`src/rtl/fcs_pkg.sv`:
```
package fcs_pkg;

   typedef enum logic [2:0] {
      OP_READ   = 3'd0,
      OP_ID     = 3'd1,
      OP_STAT   = 3'd2,
      OP_WREN   = 3'd3,
      OP_SERASE = 3'd4,
      OP_CERASE = 3'd5,
      OP_PROG   = 3'd6,
      OP_NONE   = 3'd7
   } fcs_op_e;

   typedef enum logic [1:0] {
      FK_WREN,
      FK_MAIN,
      FK_POLL
   } fcs_frame_e;

   typedef enum logic [2:0] {
      ST_IDLE,
      ST_SEND,
      ST_WAIT,
      ST_GAP,
      ST_DONE
   } fcs_state_e;

   localparam logic [7:0] CMD_WREN   = 8'h06;
   localparam logic [7:0] CMD_STAT   = 8'h05;
   localparam logic [7:0] CMD_READ   = 8'h03;
   localparam logic [7:0] CMD_PROG   = 8'h02;
   localparam logic [7:0] CMD_SERASE = 8'h20;
   localparam logic [7:0] CMD_CERASE = 8'hC7;
   localparam logic [7:0] CMD_ID     = 8'h90;
   localparam logic [7:0] DUMMY_BYTE = 8'hFF;

   // Operations that alter the array: need write enable first and busy polling after
   function automatic logic alters_array(input fcs_op_e op);
      return (op == OP_SERASE) || (op == OP_CERASE) || (op == OP_PROG);
   endfunction

endpackage

```
`src/rtl/fcs_frame_gen.sv`:
```
module fcs_frame_gen
   import fcs_pkg::*;
#(
   parameter int LEN_W      = 16,
   parameter int SECT_SHIFT = 12
) (
   input  fcs_frame_e       fk,
   input  fcs_op_e          op,
   input  logic [LEN_W:0]   pos,
   input  logic [23:0]      addr,
   input  logic [LEN_W-1:0] len,
   input  logic [7:0]       wr_data,
   output logic [7:0]       tx_byte,
   output logic             in_data,
   output logic             frame_last
);

   localparam int PW = LEN_W + 1;

   logic [PW-1:0] hdr_n;
   logic [PW-1:0] dat_n;
   logic [PW-1:0] total;
   logic [7:0]    opc;
   logic [23:0]   eff;

   always_comb begin
      hdr_n = PW'(1);
      dat_n = '0;
      opc   = CMD_WREN;
      eff   = addr;
      case (fk)
         FK_WREN: opc = CMD_WREN;
         FK_POLL: begin
            opc   = CMD_STAT;
            dat_n = PW'(1);
         end
         default: begin
            case (op)
               OP_READ: begin
                  opc   = CMD_READ;
                  hdr_n = PW'(4);
                  dat_n = {1'b0, len};
               end
               OP_ID: begin
                  opc   = CMD_ID;
                  hdr_n = PW'(4);
                  dat_n = PW'(2);
                  eff   = '0;
               end
               OP_STAT: begin
                  opc   = CMD_STAT;
                  dat_n = PW'(1);
               end
               OP_SERASE: begin
                  opc   = CMD_SERASE;
                  hdr_n = PW'(4);
                  eff   = addr << SECT_SHIFT;
               end
               OP_CERASE: opc = CMD_CERASE;
               OP_PROG: begin
                  opc   = CMD_PROG;
                  hdr_n = PW'(4);
                  dat_n = {1'b0, len};
               end
               default: opc = CMD_WREN;
            endcase
         end
      endcase

      total      = hdr_n + dat_n;
      frame_last = (pos == total - PW'(1));
      in_data    = (pos >= hdr_n);

      if (!in_data) begin
         case (pos[1:0])
            2'd0:    tx_byte = opc;
            2'd1:    tx_byte = eff[23:16];
            2'd2:    tx_byte = eff[15:8];
            default: tx_byte = eff[7:0];
         endcase
      end else if (fk == FK_MAIN && op == OP_PROG) begin
         tx_byte = wr_data;
      end else begin
         tx_byte = DUMMY_BYTE;
      end
   end

endmodule

```
`src/rtl/fcs_gap_timer.sv`:
```
module fcs_gap_timer #(
   parameter int GAP_CYC = 2
) (
   input  logic clk,
   input  logic rst_n,
   input  logic load,
   input  logic run,
   output logic expired
);

   localparam int CW = (GAP_CYC > 1) ? $clog2(GAP_CYC) : 1;
   localparam logic [CW-1:0] RELOAD = CW'(GAP_CYC - 1);

   logic [CW-1:0] cnt;

   always_ff @(posedge clk or negedge rst_n) begin
      if (!rst_n) begin
         cnt <= '0;
      end else if (load) begin
         cnt <= RELOAD;
      end else if (run && cnt != '0) begin
         cnt <= cnt - CW'(1);
      end
   end

   assign expired = (cnt == '0);

endmodule

```
`src/rtl/fcs_capture.sv`:
```
module fcs_capture
   import fcs_pkg::*;
(
   input  logic       clk,
   input  logic       rst_n,
   input  logic       byte_ok,
   input  logic [7:0] rx,
   input  fcs_frame_e fk,
   input  fcs_op_e    op,
   input  logic       in_data,
   output logic       rd_valid,
   output logic [7:0] rd_data,
   output logic [15:0] res_word
);

   logic payload;
   assign payload = byte_ok && (fk == FK_MAIN) && in_data;

   always_ff @(posedge clk or negedge rst_n) begin
      if (!rst_n) begin
         rd_valid <= 1'b0;
         rd_data  <= '0;
         res_word <= '0;
      end else begin
         rd_valid <= payload && (op == OP_READ);
         if (payload && op == OP_READ) begin
            rd_data <= rx;
         end
         if (payload && op == OP_ID) begin
            res_word <= {res_word[7:0], rx};
         end else if (payload && op == OP_STAT) begin
            res_word <= {8'h00, rx};
         end
      end
   end

endmodule

```
`src/rtl/flash_cmd_seq.sv`:
```
module flash_cmd_seq
   import fcs_pkg::*;
#(
   parameter int LEN_W      = 16,
   parameter int GAP_CYC    = 3,
   parameter int SECT_SHIFT = 12
) (
   input  logic             clk,
   input  logic             rst_n,
   input  logic             req_valid,
   input  logic [2:0]       req_op,
   input  logic [23:0]      req_addr,
   input  logic [LEN_W-1:0] req_len,
   input  logic [7:0]       wr_data,
   output logic             busy,
   output logic             done,
   output logic             wr_take,
   output logic             rd_valid,
   output logic [7:0]       rd_data,
   output logic [15:0]      res_word,
   output logic             cs_n,
   output logic             bx_start,
   output logic [7:0]       bx_tx,
   input  logic             bx_done,
   input  logic [7:0]       bx_rx
);

   localparam int PW = LEN_W + 1;

   if (LEN_W < 9 || LEN_W > 24) begin : g_bad_len
      $error("LEN_W must allow a full page and stay within 24 bits");
   end
   if (GAP_CYC < 1) begin : g_bad_gap
      $error("GAP_CYC must be at least one cycle");
   end
   if (SECT_SHIFT < 1 || SECT_SHIFT > 23) begin : g_bad_sect
      $error("SECT_SHIFT must fit inside a 24-bit address");
   end

   fcs_state_e       state;
   fcs_frame_e       fk;
   fcs_op_e          op_q;
   logic [23:0]      addr_q;
   logic [LEN_W-1:0] len_q;
   logic [PW-1:0]    pos;
   logic             cs_q;
   logic             poll_busy;

   logic             in_data;
   logic             frame_last;
   logic             gap_expired;
   logic             byte_ok;
   logic             frame_end;

   fcs_frame_gen #(
      .LEN_W      (LEN_W),
      .SECT_SHIFT (SECT_SHIFT)
   ) u_gen (
      .fk         (fk),
      .op         (op_q),
      .pos        (pos),
      .addr       (addr_q),
      .len        (len_q),
      .wr_data    (wr_data),
      .tx_byte    (bx_tx),
      .in_data    (in_data),
      .frame_last (frame_last)
   );

   assign byte_ok   = (state == ST_WAIT) && bx_done;
   assign frame_end = byte_ok && frame_last;

   fcs_gap_timer #(
      .GAP_CYC (GAP_CYC)
   ) u_gap (
      .clk     (clk),
      .rst_n   (rst_n),
      .load    (frame_end),
      .run     (state == ST_GAP),
      .expired (gap_expired)
   );

   fcs_capture u_cap (
      .clk      (clk),
      .rst_n    (rst_n),
      .byte_ok  (byte_ok),
      .rx       (bx_rx),
      .fk       (fk),
      .op       (op_q),
      .in_data  (in_data),
      .rd_valid (rd_valid),
      .rd_data  (rd_data),
      .res_word (res_word)
   );

   always_ff @(posedge clk or negedge rst_n) begin
      if (!rst_n) begin
         state     <= ST_IDLE;
         fk        <= FK_MAIN;
         op_q      <= OP_READ;
         addr_q    <= '0;
         len_q     <= '0;
         pos       <= '0;
         cs_q      <= 1'b1;
         poll_busy <= 1'b0;
      end else begin
         case (state)
            ST_IDLE: begin
               if (req_valid && fcs_op_e'(req_op) != OP_NONE) begin
                  op_q   <= fcs_op_e'(req_op);
                  addr_q <= req_addr;
                  len_q  <= req_len;
                  fk     <= alters_array(fcs_op_e'(req_op)) ? FK_WREN : FK_MAIN;
                  pos    <= '0;
                  cs_q   <= 1'b0;
                  state  <= ST_SEND;
               end
            end
            ST_SEND: state <= ST_WAIT;
            ST_WAIT: begin
               if (bx_done) begin
                  if (fk == FK_POLL && in_data) begin
                     poll_busy <= bx_rx[0];
                  end
                  if (frame_last) begin
                     cs_q  <= 1'b1;
                     state <= ST_GAP;
                  end else begin
                     pos   <= pos + PW'(1);
                     state <= ST_SEND;
                  end
               end
            end
            ST_GAP: begin
               if (gap_expired) begin
                  if (fk == FK_WREN || (fk == FK_MAIN && alters_array(op_q)) ||
                      (fk == FK_POLL && poll_busy)) begin
                     fk    <= (fk == FK_WREN) ? FK_MAIN : FK_POLL;
                     pos   <= '0;
                     cs_q  <= 1'b0;
                     state <= ST_SEND;
                  end else begin
                     state <= ST_DONE;
                  end
               end
            end
            default: state <= ST_IDLE;
         endcase
      end
   end

   assign cs_n     = cs_q;
   assign busy     = (state != ST_IDLE);
   assign done     = (state == ST_DONE);
   assign bx_start = (state == ST_SEND);
   assign wr_take  = bx_start && (fk == FK_MAIN) && (op_q == OP_PROG) && in_data;

endmodule

```
`config.mk`:
```
export PLATFORM = sky130hd
export DESIGN_NAME = flash_cmd_seq
export DESIGN_NICKNAME = d
export VERILOG_FILES = /design/src/rtl/fcs_pkg.sv /design/src/rtl/fcs_frame_gen.sv /design/src/rtl/fcs_gap_timer.sv /design/src/rtl/fcs_capture.sv /design/src/rtl/flash_cmd_seq.sv
export SDC_FILE = /design/constraint.sdc
export NUM_CORES = 1
export LEC_CHECK = 0
export BUFFER_PORTS_ARGS = -buffer_cell sky130_fd_sc_hd__clkbuf_2
export CORE_UTILIZATION = 60
export CTS_BUF_LIST = sky130_fd_sc_hd__clkbuf_4
export DETAILED_ROUTE_END_ITERATION = 12
export HOLD_SLACK_MARGIN = 0.15
export PLACE_DENSITY = 0.93
export SETUP_SLACK_MARGIN = 0.5
export SLEW_MARGIN = 20
export SYNTH_ARGS = -nofsm -noshare
export SYNTH_HDL_FRONTEND = slang
export SYNTH_HIERARCHICAL = 1
export SYNTH_SLANG_ARGS = --single-unit
```
`constraint.sdc`:
```
create_clock -name clk -period 6.8 [get_ports clk]
set_clock_uncertainty 0.05 [all_clocks]
set_input_delay 0.68 -clock clk [delete_from_list [all_inputs] [get_ports clk]]
set_output_delay 0.68 -clock clk [all_outputs]
set_load 0.005 [all_outputs]
```
==> impl_metrics.sql, run 1 <==
INSERT INTO impl_metrics (metric_group, metric, value, unit) VALUES
('finish', 'antennaDiodeCount', '0', ''),
('logic_synthesis', 'synth.lib_cells_used.distinct', '92', ''),
('routing', 'dr_total_vias', '5899', ''),
('worst_setup_path', 'critPathTopFamily', 'simple AND/OR/NAND/NOR gates', ''),
('power', 'seq_power_share', '26.3', '%'),
('floorplanning', 'std_cell_rows', '37', ''),
('logic_synthesis', 'synth-edff-count', '0', ''),
('floorplanning', 'die_w', '106.4', 'um'),
('power', 'total_leakage_power', '3.293', 'nW'),
('worst_setup_path', 'critical-path-slowest-cell', 'dfstp_2', ''),
('logic_synthesis', 'synth_area', '6543', 'um^2'),
('routing', 'avgRoutedWirePerCell', '19.34', 'um'),
('power', 'pwr_density_cell', '531.1', 'nW/um^2'),
('power', 'totalPowerFinal', '0.003813', 'W'),
('clock_network', 'htree_num_levels', '3', ''),
('logic_synthesis', 'postSynthCellCount', '681', ''),
('logic_synthesis', 'synthSimpleGateAreaFrac', '20.08', '%'),
('power', 'cell_internal_pwr', '0.001952', 'W'),
('sta', 'hold_viol_final', '0', ''),
('sta', 'timing.final.max_slew_violations', '0', ''),
('sta', 'timing.final.setup_violations', '0', ''),
('logic_synthesis', 'synth_top_family_by_area', 'simple AND/OR/NAND/NOR gates', ''),
('outcome', 'run_status', 'finished clean', ''),
('worst_setup_path', 'worst_setup_path_start_kind', 'flip-flop', ''),
('floorplanning', 'fp.coreArea', '10460', 'um^2'),
('worst_setup_path', 'cp.required', '7.17', 'ns'),
('logic_synthesis', 'post-synth-top-area-fraction', '35.19', '%'),
('routing', 'remaining_drcs', '0', ''),
('worst_setup_path', 'worstSetupEndpointType', 'flip-flop', ''),
('power', 'power.share.clock', '8.7', '%'),
('sta', 'minimum_clock_period_after_layout', '5.865', 'ns'),
('logic_synthesis', 'synth_largest_area_cell', 'dfrtp_1', ''),
('finish', 'layout-drive-gt1-share', '27.65', '%'),
('sta', 'hold_slack', '0.3796', 'ns'),
('grt', 'grt_start_max_net_pins', '64', ''),
('sta', 'worst-slew-pin-transition', '1.071', 'ns'),
('worst_setup_path', 'sum_of_buffers_and_inverters_on_the_critical_path', '1', ''),
('routing', 'drtAntennaViolNets', '0', ''),
('logic_synthesis', 'async_flop_share', '100.0', '%'),
('worst_setup_path', 'path_cells', 'nor2b_2 > and2_2 > nand2_1 > ha_1 > inv_1 > ha_1 > a21oi_1 > nor2_1 > a311oi_2 > nor4_1 > o41ai_2 > xnor2_1 > and4_1 > and3b_1 > nor4_1 > nand4_1 > or4_1 > a21oi_1', ''),
('logic_synthesis', 'postSynthRegisterBits', '94', ''),
('sta', 'grt_setup_unrepaired', 'false', ''),
('grt', 'grt-ovfl-total', '0', ''),
('logic_synthesis', 'synth_ff_type', 'dfrtp_1', ''),
('finish', 'post_layout_nonfiller_instances', '899', ''),
('clock_network', 'cts.sink_count', '94', ''),
('grt', 'grt_antenna_before_repair', '0', ''),
('power', 'power.switching', '0.001861', 'W'),
('grt', 'groute.usage.overall', '31.65', '%'),
('logic_synthesis', 'syn_avg_cell_area', '9.607', 'um^2'),
('routing', 'via_to_cell_ratio', '6.562', ''),
('worst_setup_path', 'timing.reg2reg.setup_slack', '0.94', 'ns'),
('power', 'combPwrFrac', '65.0', '%'),
('logic_synthesis', 'synth_adder_area_share', '3.940', '%'),
('run', 'max-cap-violations', '0', ''),
('clock_network', 'max-clock-path-buffers', '2', ''),
('worst_setup_path', 'critPathArrivalTime', '6.24', 'ns'),
('clock_network', 'clk_transition_reported_paths', '0.18', 'ns'),
('hold_path', 'hold_path_depth', '2', ''),
('clock_network', 'cts_tree', 'done', ''),
('worst_setup_path', 'worstSetupPathType', 'flip-flop to flip-flop', ''),
('logic_synthesis', 'synth.yosys.warnings', '6', ''),
('sta', 'max_freq', '170.5', 'MHz'),
('routing', 'postRouteWirelength', '17390', 'um'),
('clock_network', 'clock_insertion_delay_worst_skew', '0.48', 'ns'),
('floorplanning', 'ioPinCount', '101', ''),
('clock_network', 'cts_buffers', '9', ''),
('worst_setup_path', 'crit_fanout', '18', ''),
('floorplanning', 'design.die.area', '11330', 'um^2'),
('sta', 'timing.final.crit_share', '86.25', '%'),
('logic_synthesis', 'share_of_cell_area_taken_by_muxes_after_synthesis', '12.41', '%');
==> final cells by class <==
| class | instances | area [um^2] |
|---|---|---|
| Timing Repair Buffer | 105 | 543.0 |
| Inverter | 30 | 112.6 |
| Fill cell | 811 | 3283 |
| Clock buffer | 9 | 67.56 |
| Multi-Input combinational cell | 518 | 3850 |
| Sequential cell | 94 | 2356 |
| Clock inverter | 7 | 80.08 |
| Tap cell | 136 | 170.2 |
==> synth_stat cells, types with 4 or more instances <==
cell type,count
or4_1,6
dfrtp_1,92
xor2_1,15
nor4_1,8
nor3_1,22
nand2b_1,5
xnor2_1,10
o21ai_0,35
nor2b_1,21
a21o_1,6
nand3b_1,5
nand2_1,53
a22oi_1,5
mux2_2,51
a31oi_1,8
buf_2,10
clkbuf_1,15
inv_1,30
mux2_4,11
buf_4,4
a21oi_1,42
buf_6,6
o211ai_1,6
nand3_1,17
nor3b_1,4
or3_1,11
ha_1,19
o2bb2ai_1,8
o21a_1,5
and2_1,8
a41oi_1,10
nor2_1,30
nand4b_1,4
mux2i_1,5
nand4_1,12
==> worst reg2reg max path, delay by kind of cell, from the launching register on <==
| kind | cells | cell delay [ns] |
|---|---|---|
| and+or+nand+nor | 10 | 2.94 |
| AOI/OAI and AO/OA | 4 | 1.36 |
| DFF | 1 | 0.73 |
| adders and majority gates | 2 | 0.59 |
| xor gates and xnor gates | 1 | 0.11 |
| buffers and inverters | 1 | 0.05 |
==> stage by stage <==
stage          util (%)  worst slack (ns)  instance area [um^2]
2_1_floorplan         -             1.838                  6543
3_3_place_gp      67.04             1.119                  7014
3_5_place_dp      67.04            0.8286                  7014
4_1_cts           68.55            0.7962                  7172
5_1_grt           68.62            0.5413                  7179
6_report          68.62            0.9353                  7179
==> cells in the final DEF, fill, tap and decap left out, types with 5 or more instances in the layout <==
cell type and instances:
and2_1 8, ha_1 19, nor2_1 30, clkbuf_2 99
nor2b_1 20, dfrtp_1 91, or4_1 6, nand4_1 12
nor3_1 22, o211ai_1 6, a31oi_1 8, mux2_4 11
xnor2_1 10, a21oi_1 42, nand2b_1 5, or3_1 10
a41oi_1 10, clkbuf_4 9, a22oi_1 5, nor4_1 8
mux2i_1 5, mux2_2 51, buf_4 5, xor2_1 15
nand2_1 53, a21o_1 6, o21a_1 5, o21ai_0 35
nand3_1 17, o2bb2ai_1 8, nand3b_1 5, inv_1 30
==> state kept, by name, indices dropped and copies added, names as in the netlist <==
name	flops
u_gap/cnt	2
len_q	16
pos	17
cs_n	1
u_cap/rd_data	8
u_cap/res_word	16
state	3
poll_busy	1
fk	2
u_cap/rd_valid	1
addr_q	24
op_q	3
==> final timing paths <==
path,to,start
max in group asynchronous,op_q[1],rst_n
min,addr_q[6],req_addr[6]
min reg2reg,len_q[10],len_q[10]
max reg2reg,pos[14],fk[0]
min in group asynchronous,u_gap/cnt[1],rst_n
max,pos[14],fk[0]
==> logic make-up after synthesis <==
group	count (synthesis)
compound gates	169
buf+inv	69
simple gates	234
xor+xnor	26
fa+ha+maj	20
flops	94
mux	69
==> metal layers <==
layer | global-route usage (%) | share of wire [%] | vias up
met3 | 4.905 | 6.3 | 41
met2 | 52.55 | 49 | 298
met5 | 0 | 0 | -
met4 | 11.45 | 2.2 | 0
met1 | 41.94 | 42 | 2879
li1 | - | - | 2681
==> what timing repair did <==
item | CTS | global route
setup buffers | 0 | 0
resized for setup | 0 | 2
endpoints found under the setup margin | 0 | 3
hold buffers | 1 | 0
hold endpoints to repair | 30 | 0
==> power groups by stage <==
stage / registers, W / clock network (W) / logic (W)
3_3_place_gp: 0.000987 / 0 / 0.00236
3_5_place_dp: 0.00101 / 0 / 0.00241
2_1_floorplan: 0.000903 / 0 / 0.00191
5_1_grt: 0.00103 / 0.000358 / 0.00268
4_1_cts: 0.000997 / 0.000337 / 0.00243
6_report: 0.00100 / 0.000332 / 0.00248
Note: power is estimated with default switching activity, not from simulation.
==> run 2: changes to the inputs <==
ABC_AREA = 1   (was unset)
CORE_UTILIZATION = 59   (was 60)
PLACE_DENSITY = 0.92   (was 0.93)
REMOVE_ABC_BUFFERS = 1   (was unset)
==> run 2 against run 1 <==
  * Combinational power is 8.1% lower
  * Sequential share of layout area up 0.46 points
  * Flip-flop and latch count did not move
  * Sequential power fell by 7%
  * Area after synthesis shrank 2.4%
  * Clock-buffer cell count is the same
  * Largest cell class unchanged
  * Largest power group unchanged
==> impl_metrics.sql, run 2 <==
INSERT INTO impl_metrics (metric_group, metric, value, unit) VALUES
('outcome', 'run_status', 'finished clean', ''),
('logic_synthesis', 'async_flop_share', '100.0', '%'),
('routing', 'avgRoutedWirePerCell', '14.46', 'um'),
('finish', 'finish.net_count', '1022', ''),
('power', 'total_leakage_power', '3.761', 'nW'),
('sta', 'max_freq', '224.4', 'MHz'),
('grt', 'groute.usage.overall', '28.86', '%'),
('worst_setup_path', 'worst_setup_path_start_kind', 'flip-flop', ''),
('logic_synthesis', 'synth_area', '6387', 'um^2'),
('floorplanning', 'ioPinCount', '101', ''),
('power', 'irDropWorstVdd', '0.0003341', 'V'),
('logic_synthesis', 'post-synth-top-area-fraction', '36.04', '%'),
('routing', 'drtAntennaViolNets', '0', ''),
('sta', 'timing.final.max_slew_violations', '0', ''),
('logic_synthesis', 'synth_largest_area_cell', 'dfrtp_1', ''),
('finish', 'layout-drive-gt1-share', '20.87', '%'),
('hold_path', 'hold_path_depth', '2', ''),
('sta', 'max_slew_margin', '50.35', '%'),
('finish', 'top_regs', 'addr_q (24), pos (17)', ''),
('finish', 'largest_register', 'addr_q', ''),
('sta', 'worst-slew-pin-transition', '0.7447', 'ns'),
('run', 'max-cap-violations', '0', ''),
('logic_synthesis', 'postSynthCellCount', '843', ''),
('grt', 'first_global_vias', '5751', ''),
('hold_path', 'hold_path_startpoint', 'req_addr[3]', ''),
('worst_setup_path', 'critPathArrivalTime', '3.73', 'ns'),
('placed_design', 'post-dp-hpwl', '11670', 'um'),
('logic_synthesis', 'synth_ff_type', 'dfrtp_1', ''),
('clock_network', 'clk_transition_reported_paths', '0.17', 'ns'),
('routing', 'drt_iter0_markers', '368', ''),
('floorplanning', 'die_w', '106.1', 'um'),
('placed_design', 'gp_congestion', '0.9341', ''),
('routing', 'dr_total_vias', '6113', ''),
('logic_synthesis', 'yosys.cell_count.top_type', 'nand2_1', ''),
('sta', 'timing.final.setup_violations', '0', ''),
('logic_synthesis', 'postSynthRegisterBits', '94', ''),
('grt', 'grt_first_pass_wirelength', '26050', 'um'),
('logic_synthesis', 'yosysSeqAreaShare', '36.87', '%'),
('finish', 'mostFrequentLayoutCells', 'nand2_1 (232), inv_1 (101), clkbuf_2 (99)', ''),
('logic_synthesis', 'synth-edff-count', '0', ''),
('worst_setup_path', 'reg2regPathDepth', '24', ''),
('floorplanning', 'fp.coreArea', '10420', 'um^2'),
('finish', 'mostFrequentLayoutCell', 'nand2_1', ''),
('sta', 'setup_tns', '0', 'ns'),
('grt', 'grt_start_max_net_pins', '61', ''),
('worst_setup_path', 'worstSetupEndpointType', 'output port', ''),
('finish', 'flip_flop_count_of_the_largest_register_all_copies_and_words_added', '24', ''),
('clock_network', 'cts.sink_count', '94', ''),
('worst_setup_path', 'worstSetupPathType', 'flip-flop to output port', ''),
('sta', 'minimum_clock_period_after_layout', '4.456', 'ns'),
('clock_network', 'hold_buffers', '1', ''),
('worst_setup_path', 'timing.reg2reg.setup_slack', '2.44', 'ns'),
('sta', 'timing.final.crit_share', '65.52', '%'),
('power', 'pwr_density_cell', '496.8', 'nW/um^2'),
('worst_setup_path', 'rr_endpoint', 'pos[14]', ''),
('floorplanning', 'std_cell_rows', '37', ''),
('routing', 'drtPass1Iterations', '5', ''),
('finish', 'antennaDiodeCount', '0', ''),
('logic_synthesis', 'synthTopCellsByCount', 'nand2_1 (232), inv_1 (101), dfrtp_1 (92)', ''),
('worst_setup_path', 'cp.required', '6.07', 'ns'),
('clock_network', 'cts_tree', 'done', ''),
('sta', 'grt_setup_unrepaired', 'false', ''),
('clock_network', 'cts.repair.resized', '0', ''),
('routing', 'remaining_drcs', '0', ''),
('routing', 'via_to_cell_ratio', '5.660', ''),
('logic_synthesis', 'synth.lib_cells_used.distinct', '53', ''),
('clock_network', 'htree_num_levels', '3', ''),
('hold_path', 'endpoint_worst_hold', 'addr_q[3]', ''),
('hold_path', 'min_delay_path_class', 'primary input to flip-flop', ''),
('clock_network', 'cts_buffers', '9', ''),
('routing', 'postRouteWirelength', '15620', 'um'),
('placed_design', 'portBuffers', '100', ''),
('floorplanning', 'die-height', '106.1', 'um'),
('sta', 'hold_viol_final', '0', ''),
('grt', 'grt-ovfl-total', '0', ''),
('logic_synthesis', 'synth.yosys.warnings', '6', ''),
('clock_network', 'post-cts-setup-buffer-count', '0', ''),
('logic_synthesis', 'syn_avg_cell_area', '7.577', 'um^2'),
('logic_synthesis', 'synth_top_cells_by_area', 'dfrtp_1 (36%), nand2_1 (14%), mux2_2 (6.9%)', ''),
('floorplanning', 'design.die.area', '11250', 'um^2'),
('floorplanning', 'start_util', '61.32', '%'),
('finish', 'areaGrowthSynthToFinish', '10.77', '%'),
('grt', 'grt_antenna_before_repair', '0', ''),
('worst_setup_path', 'crit_fanout', '29', ''),
('power', 'totalPowerFinal', '0.003515', 'W'),
('clock_network', 'clock_insertion_delay_worst_skew', '0.47', 'ns'),
('worst_setup_path', 'rr_startpoint', 'op_q[0]', ''),
('clock_network', 'max-clock-path-buffers', '2', ''),
('clock_network', 'clockRootBuffer', 'clkbuf_4', '');
[run 2: changes by cell type after synthesis, sizes merged, moves of 23 or more]
| cell | before | now |
|---|---|---|
| nand2 | 54 | 243 |
| inv | 30 | 108 |
| nand3 | 18 | 89 |
| nor2 | 30 | 70 |
| mux2 | 64 | 41 |
| nor2b | 23 | 0 |
[run 2: area by class of cell]
cell class	instances	area [um^2]
Timing Repair Buffer	103	528.0
Inverter	109	409.1
Tap cell	136	170.2
Multi-Input combinational cell	622	3478
Sequential cell	94	2355
Clock buffer	9	67.56
Clock inverter	7	67.56
Fill cell	863	3341
[run 2: worst max-delay path, stage by stage (launching register included)]
cell and delay, ns:
dfstp_2 0.90, nand3_1 0.28, ha_1 0.26, or4_1 0.52, a21oi_1 0.13, nand3_1 0.41, inv_1 0.29, o311ai_0 0.19
nand2_1 0.13, clkbuf_2 0.13
[run 2: kinds of logic (layout without fill, tap and decap cells)]
family          after synthesis  after routing  synth area share (%)
compound gates               97             97                 9.501
xor+xnor                     22             22                 3.017
fa+ha+maj                    20             20                 4.035
buf+inv                     127            228                 8.678
flops                        94             94                 36.87
mux                          41             41                 7.228
simple gates                442            442                 30.68
[run 2: power by group]
group / switching (W) / internal, W / leakage, nW / total [W]
Sequential: 0.000185 / 0.000741 / 1.20 / 0.000925
Clock: 0.000222 / 0.0000838 / 0.0691 / 0.000306
Combinational: 0.00142 / 0.000862 / 2.49 / 0.00228
[run 2: how the worst max path moves through the flow]
stage,startpoint,end,slack [ns],cells past startpoint
final,fk[0],bx_tx[5],2.34,9
after global placement,op_q[0],pos[11],2.67,24
after global routing,op_q[0],pos[13],1.91,27
after floorplan,op_q[2],pos[15],3.13,26
after CTS,fk[0],bx_tx[5],2.44,9
after detailed placement,op_q[0],pos[14],2.56,24
[run 2: metal layers]
| layer | GRT usage (%) | vias to the layer above | share of wire [%] |
|---|---|---|---|
| li1 | - | 2969 | - |
| met1 | 35.18 | 2841 | 41 |
| met2 | 50.47 | 269 | 50 |
| met3 | 5.947 | 34 | 7.5 |
| met4 | 10.32 | 0 | 2.0 |
| met5 | 0 | - | 0 |
[run 2: metrics by stage]
stage / utilization, % / setup slack, ns / hold WS [ns] / instance area, um^2 / std cells
floorplan: - / 3.134 / 0.3344 / 6242 / 825
global placement: 66.53 / 2.671 / 0.4023 / 6930 / 1063
detailed placement: 66.53 / 2.557 / 0.4075 / 6930 / 1063
CTS: 67.93 / 2.442 / 0.3524 / 7076 / 1080
global route: 67.93 / 1.908 / 0.3560 / 7076 / 1080
finish: 67.93 / 2.344 / 0.3553 / 7076 / 1080
==> run 3: changes to the inputs <==
clock period = 4.64 ns   (was 6.8 ns; I/O delays follow)
==> run 3 against run 2 <==
  * Clock power up 58%
  * Sequential share of layout area down 1.5 points
  * First-iteration DRC count up 27%
  * Largest cell class unchanged
  * Highest routed layer unchanged
  * Global-route usage up 1.9 points
  * Worst hold slack worse by 0.19 ns
  * Combinational power up 54%
  * Die area unchanged
  * Clock-buffer cell count unchanged
==> impl_metrics.sql, run 3 (synthesis gave the netlist of run 2 again) <==
INSERT INTO impl_metrics (metric_group, metric, value, unit) VALUES
('routing', 'via_to_cell_ratio', '5.712', ''),
('worst_setup_path', 'worstSetupEndpointType', 'flip-flop', ''),
('sta', 'setup_tns', '0', 'ns'),
('placed_design', 'dpl-instance-area', '6938', 'um^2'),
('floorplanning', 'start_util', '61.32', '%'),
('sta', 'timing.final.max_slew_violations', '0', ''),
('clock_network', 'cts_tree', 'done', ''),
('sta', 'worst-slew-pin-transition', '0.8347', 'ns'),
('clock_network', 'max-clock-path-buffers', '2', ''),
('finish', 'finish.net_count', '1052', ''),
('sta', 'grt_setup_unrepaired', 'false', ''),
('worst_setup_path', 'worstSetupStartpoint', 'op_q[1]', ''),
('floorplanning', 'die-height', '106.1', 'um'),
('power', 'total_leakage_power', '3.912', 'nW'),
('finish', 'largest_register', 'addr_q', ''),
('grt', 'groute.usage.overall', '30.76', '%'),
('floorplanning', 'std_cell_rows', '37', ''),
('clock_network', 'clk_transition_reported_paths', '0.19', 'ns'),
('worst_setup_path', 'rr_startpoint', 'op_q[1]', ''),
('clock_network', 'clock_insertion_delay_worst_skew', '0.48', 'ns'),
('worst_setup_path', 'timing.reg2reg.setup_slack', '0.79', 'ns'),
('power', 'seq_power_share', '25.3', '%'),
('finish', 'final_area', '7431', 'um^2'),
('power', 'power.switching_fraction', '51.87', '%'),
('placed_design', 'numPlacedInstances', '1064', ''),
('finish', 'post_layout_nonfiller_instances', '1110', ''),
('finish', 'layout-drive-gt1-share', '21.87', '%'),
('grt', 'grt-ovfl-total', '0', ''),
('sta', 'max_slew_margin', '44.35', '%'),
('worst_setup_path', 'rr_endpoint', 'pos[6]', ''),
('finish', 'mostFrequentLayoutCell', 'nand2_1', ''),
('power', 'combPwrFrac', '65.6', '%'),
('grt', 'grt_antenna_before_repair', '0', ''),
('clock_network', 'cts.sink_count', '94', ''),
('routing', 'drtPass1Iterations', '6', ''),
('sta', 'timing.final.crit_share', '83.06', '%'),
('floorplanning', 'ioPinCount', '101', ''),
('worst_setup_path', 'reg2regPathDepth', '25', ''),
('routing', 'dr_total_vias', '6340', ''),
('routing', 'drt_iter0_markers', '469', ''),
('worst_setup_path', 'crit_fanout', '10', ''),
('worst_setup_path', 'worst_setup_path_start_kind', 'flip-flop', ''),
('power', 'cell_internal_pwr', '0.002568', 'W'),
('routing', 'postRouteWirelength', '17180', 'um'),
('finish', 'areaGrowthSynthToFinish', '16.34', '%'),
('hold_path', 'min_delay_path_class', 'primary input to flip-flop', ''),
('worst_setup_path', 'worstSetupEndpoint', 'pos[6]', ''),
('placed_design', 'gp_congestion', '0.9309', ''),
('outcome', 'run_status', 'finished clean', ''),
('routing', 'remaining_drcs', '0', ''),
('routing', 'drtAntennaViolNets', '0', ''),
('power', 'pwr_density_cell', '718.0', 'nW/um^2'),
('finish', 'flip_flop_count_of_the_largest_register_all_copies_and_words_added', '24', ''),
('power', 'power.share.clock', '9.1', '%'),
('routing', 'avgRoutedWirePerCell', '15.48', 'um'),
('grt', 'first_global_vias', '6010', ''),
('finish', 'antennaDiodeCount', '0', ''),
('sta', 'minimum_clock_period_after_layout', '3.854', 'ns'),
('grt', 'grt_first_pass_wirelength', '27500', 'um'),
('sta', 'max_freq', '259.5', 'MHz'),
('power', 'irDropWorstVdd', '0.0005784', 'V'),
('clock_network', 'cts_buffers', '9', ''),
('worst_setup_path', 'critPathArrivalTime', '4.18', 'ns'),
('finish', 'mostFrequentLayoutCells', 'nand2_1 (231), inv_1 (101), clkbuf_2 (100)', ''),
('grt', 'grt_start_max_net_pins', '68', ''),
('floorplanning', 'fp.coreArea', '10420', 'um^2'),
('clock_network', 'htree_num_levels', '3', ''),
('worst_setup_path', 'cp.required', '4.97', 'ns'),
('worst_setup_path', 'worstSetupPathType', 'flip-flop to flip-flop', ''),
('placed_design', 'post-dp-hpwl', '11650', 'um'),
('floorplanning', 'die_w', '106.1', 'um'),
('power', 'power.switching', '0.002767', 'W'),
('floorplanning', 'design.die.area', '11250', 'um^2'),
('sta', 'hold_viol_final', '0', ''),
('sta', 'timing.final.setup_violations', '0', ''),
('placed_design', 'portBuffers', '100', ''),
('clock_network', 'clockRootBuffer', 'clkbuf_4', ''),
('run', 'max-cap-violations', '0', ''),
('finish', 'top_regs', 'addr_q (24), pos (17)', '');
[run 3: cell count changes in the layout (fill, tap and decap cells not counted), moves of 2 or more]
cell           delta
dlygate4sd3_1    +22
nor2_1            -2
nand3_1           -2
dfrtp_1           -3
buf_4             +5
dfrtp_2           +3
nand3_4           +2
[run 3: final cells by class]
cell class                      count  area (um^2)
Clock buffer                        9        67.56
Clock inverter                      7        80.08
Fill cell                         777         2985
Inverter                          109        409.1
Multi-Input combinational cell    623         3531
Sequential cell                    94         2362
Tap cell                          136        170.2
Timing Repair Buffer              132        810.8
[run 3: how the worst min path moves through the flow]
stage                             startpoint                 end  slack, ns  cells after the start
after floorplan                        rst_n           addr_q[0]       0.12                      0
after global placement    u_cap/res_word[10]  u_cap/res_word[10]       0.40                      2
after detailed placement  u_cap/res_word[13]  u_cap/res_word[13]       0.41                      2
after CTS                       req_addr[19]          addr_q[19]       0.15                      2
after global routing            req_addr[13]          addr_q[13]       0.15                      2
final                            req_addr[0]           addr_q[0]       0.16                      2
[run 3: through the flow]
stage | hold slack, ns | utilization (%) | setup WS (ns) | total power [W]
finish | 0.1623 | 71.34 | 0.7860 | 0.005335
detailed placement | 0.4073 | 66.61 | 0.3979 | 0.004602
global placement | 0.4048 | 66.61 | 0.5372 | 0.004521
global route | 0.1482 | 71.34 | 0.4135 | 0.005825
CTS | 0.1516 | 69.83 | 0.5030 | 0.005110
floorplan | 0.1184 | - | 0.9736 | 0.003745
[run 3: metal layers]
metal	track usage, %	wire [um]
met3	4.598	1184
met2	53.55	8684
met5	0	0
met4	11.90	394
met1	38.52	6920
[run 3: what timing repair did]
item	CTS	global route
pin swaps	0	2
setup buffers	0	5
hold endpoints to repair	82	5
cloned	0	1
resized for setup	1	12
setup endpoints to repair	16	32
hold buffers	18	5
[run 3: worst max-delay path: stages (launching register included)]
cell and delay (ns):
dfrtp_2 0.49, buf_4 0.17, inv_2 0.06, nand2_1 0.08, nor2_1 0.21, a21oi_1 0.06
nor2_1 0.14, inv_1 0.10, ha_1 0.23, inv_1 0.07, fa_1 0.42, xnor2_1 0.14
nor3_1 0.19, nand2_1 0.07, nor2_1 0.15, nand3_1 0.09, nor2_1 0.10, nand4_1 0.09
nor2_2 0.16, nand3_1 0.17, nand2_2 0.14, inv_1 0.05, nand2_1 0.07, nor2_2 0.09
nand2_1 0.07, o21ai_0 0.08
[run 3: power groups by stage]
stage / Sequential, W / Clock (W) / Combinational [W]
global placement: 0.00135 / 0 / 0.00317
detailed placement: 0.00136 / 0 / 0.00325
CTS: 0.00134 / 0.000477 / 0.00329
floorplan: 0.00130 / 0 / 0.00245
global route: 0.00138 / 0.000524 / 0.00392
finish: 0.00135 / 0.000484 / 0.00350
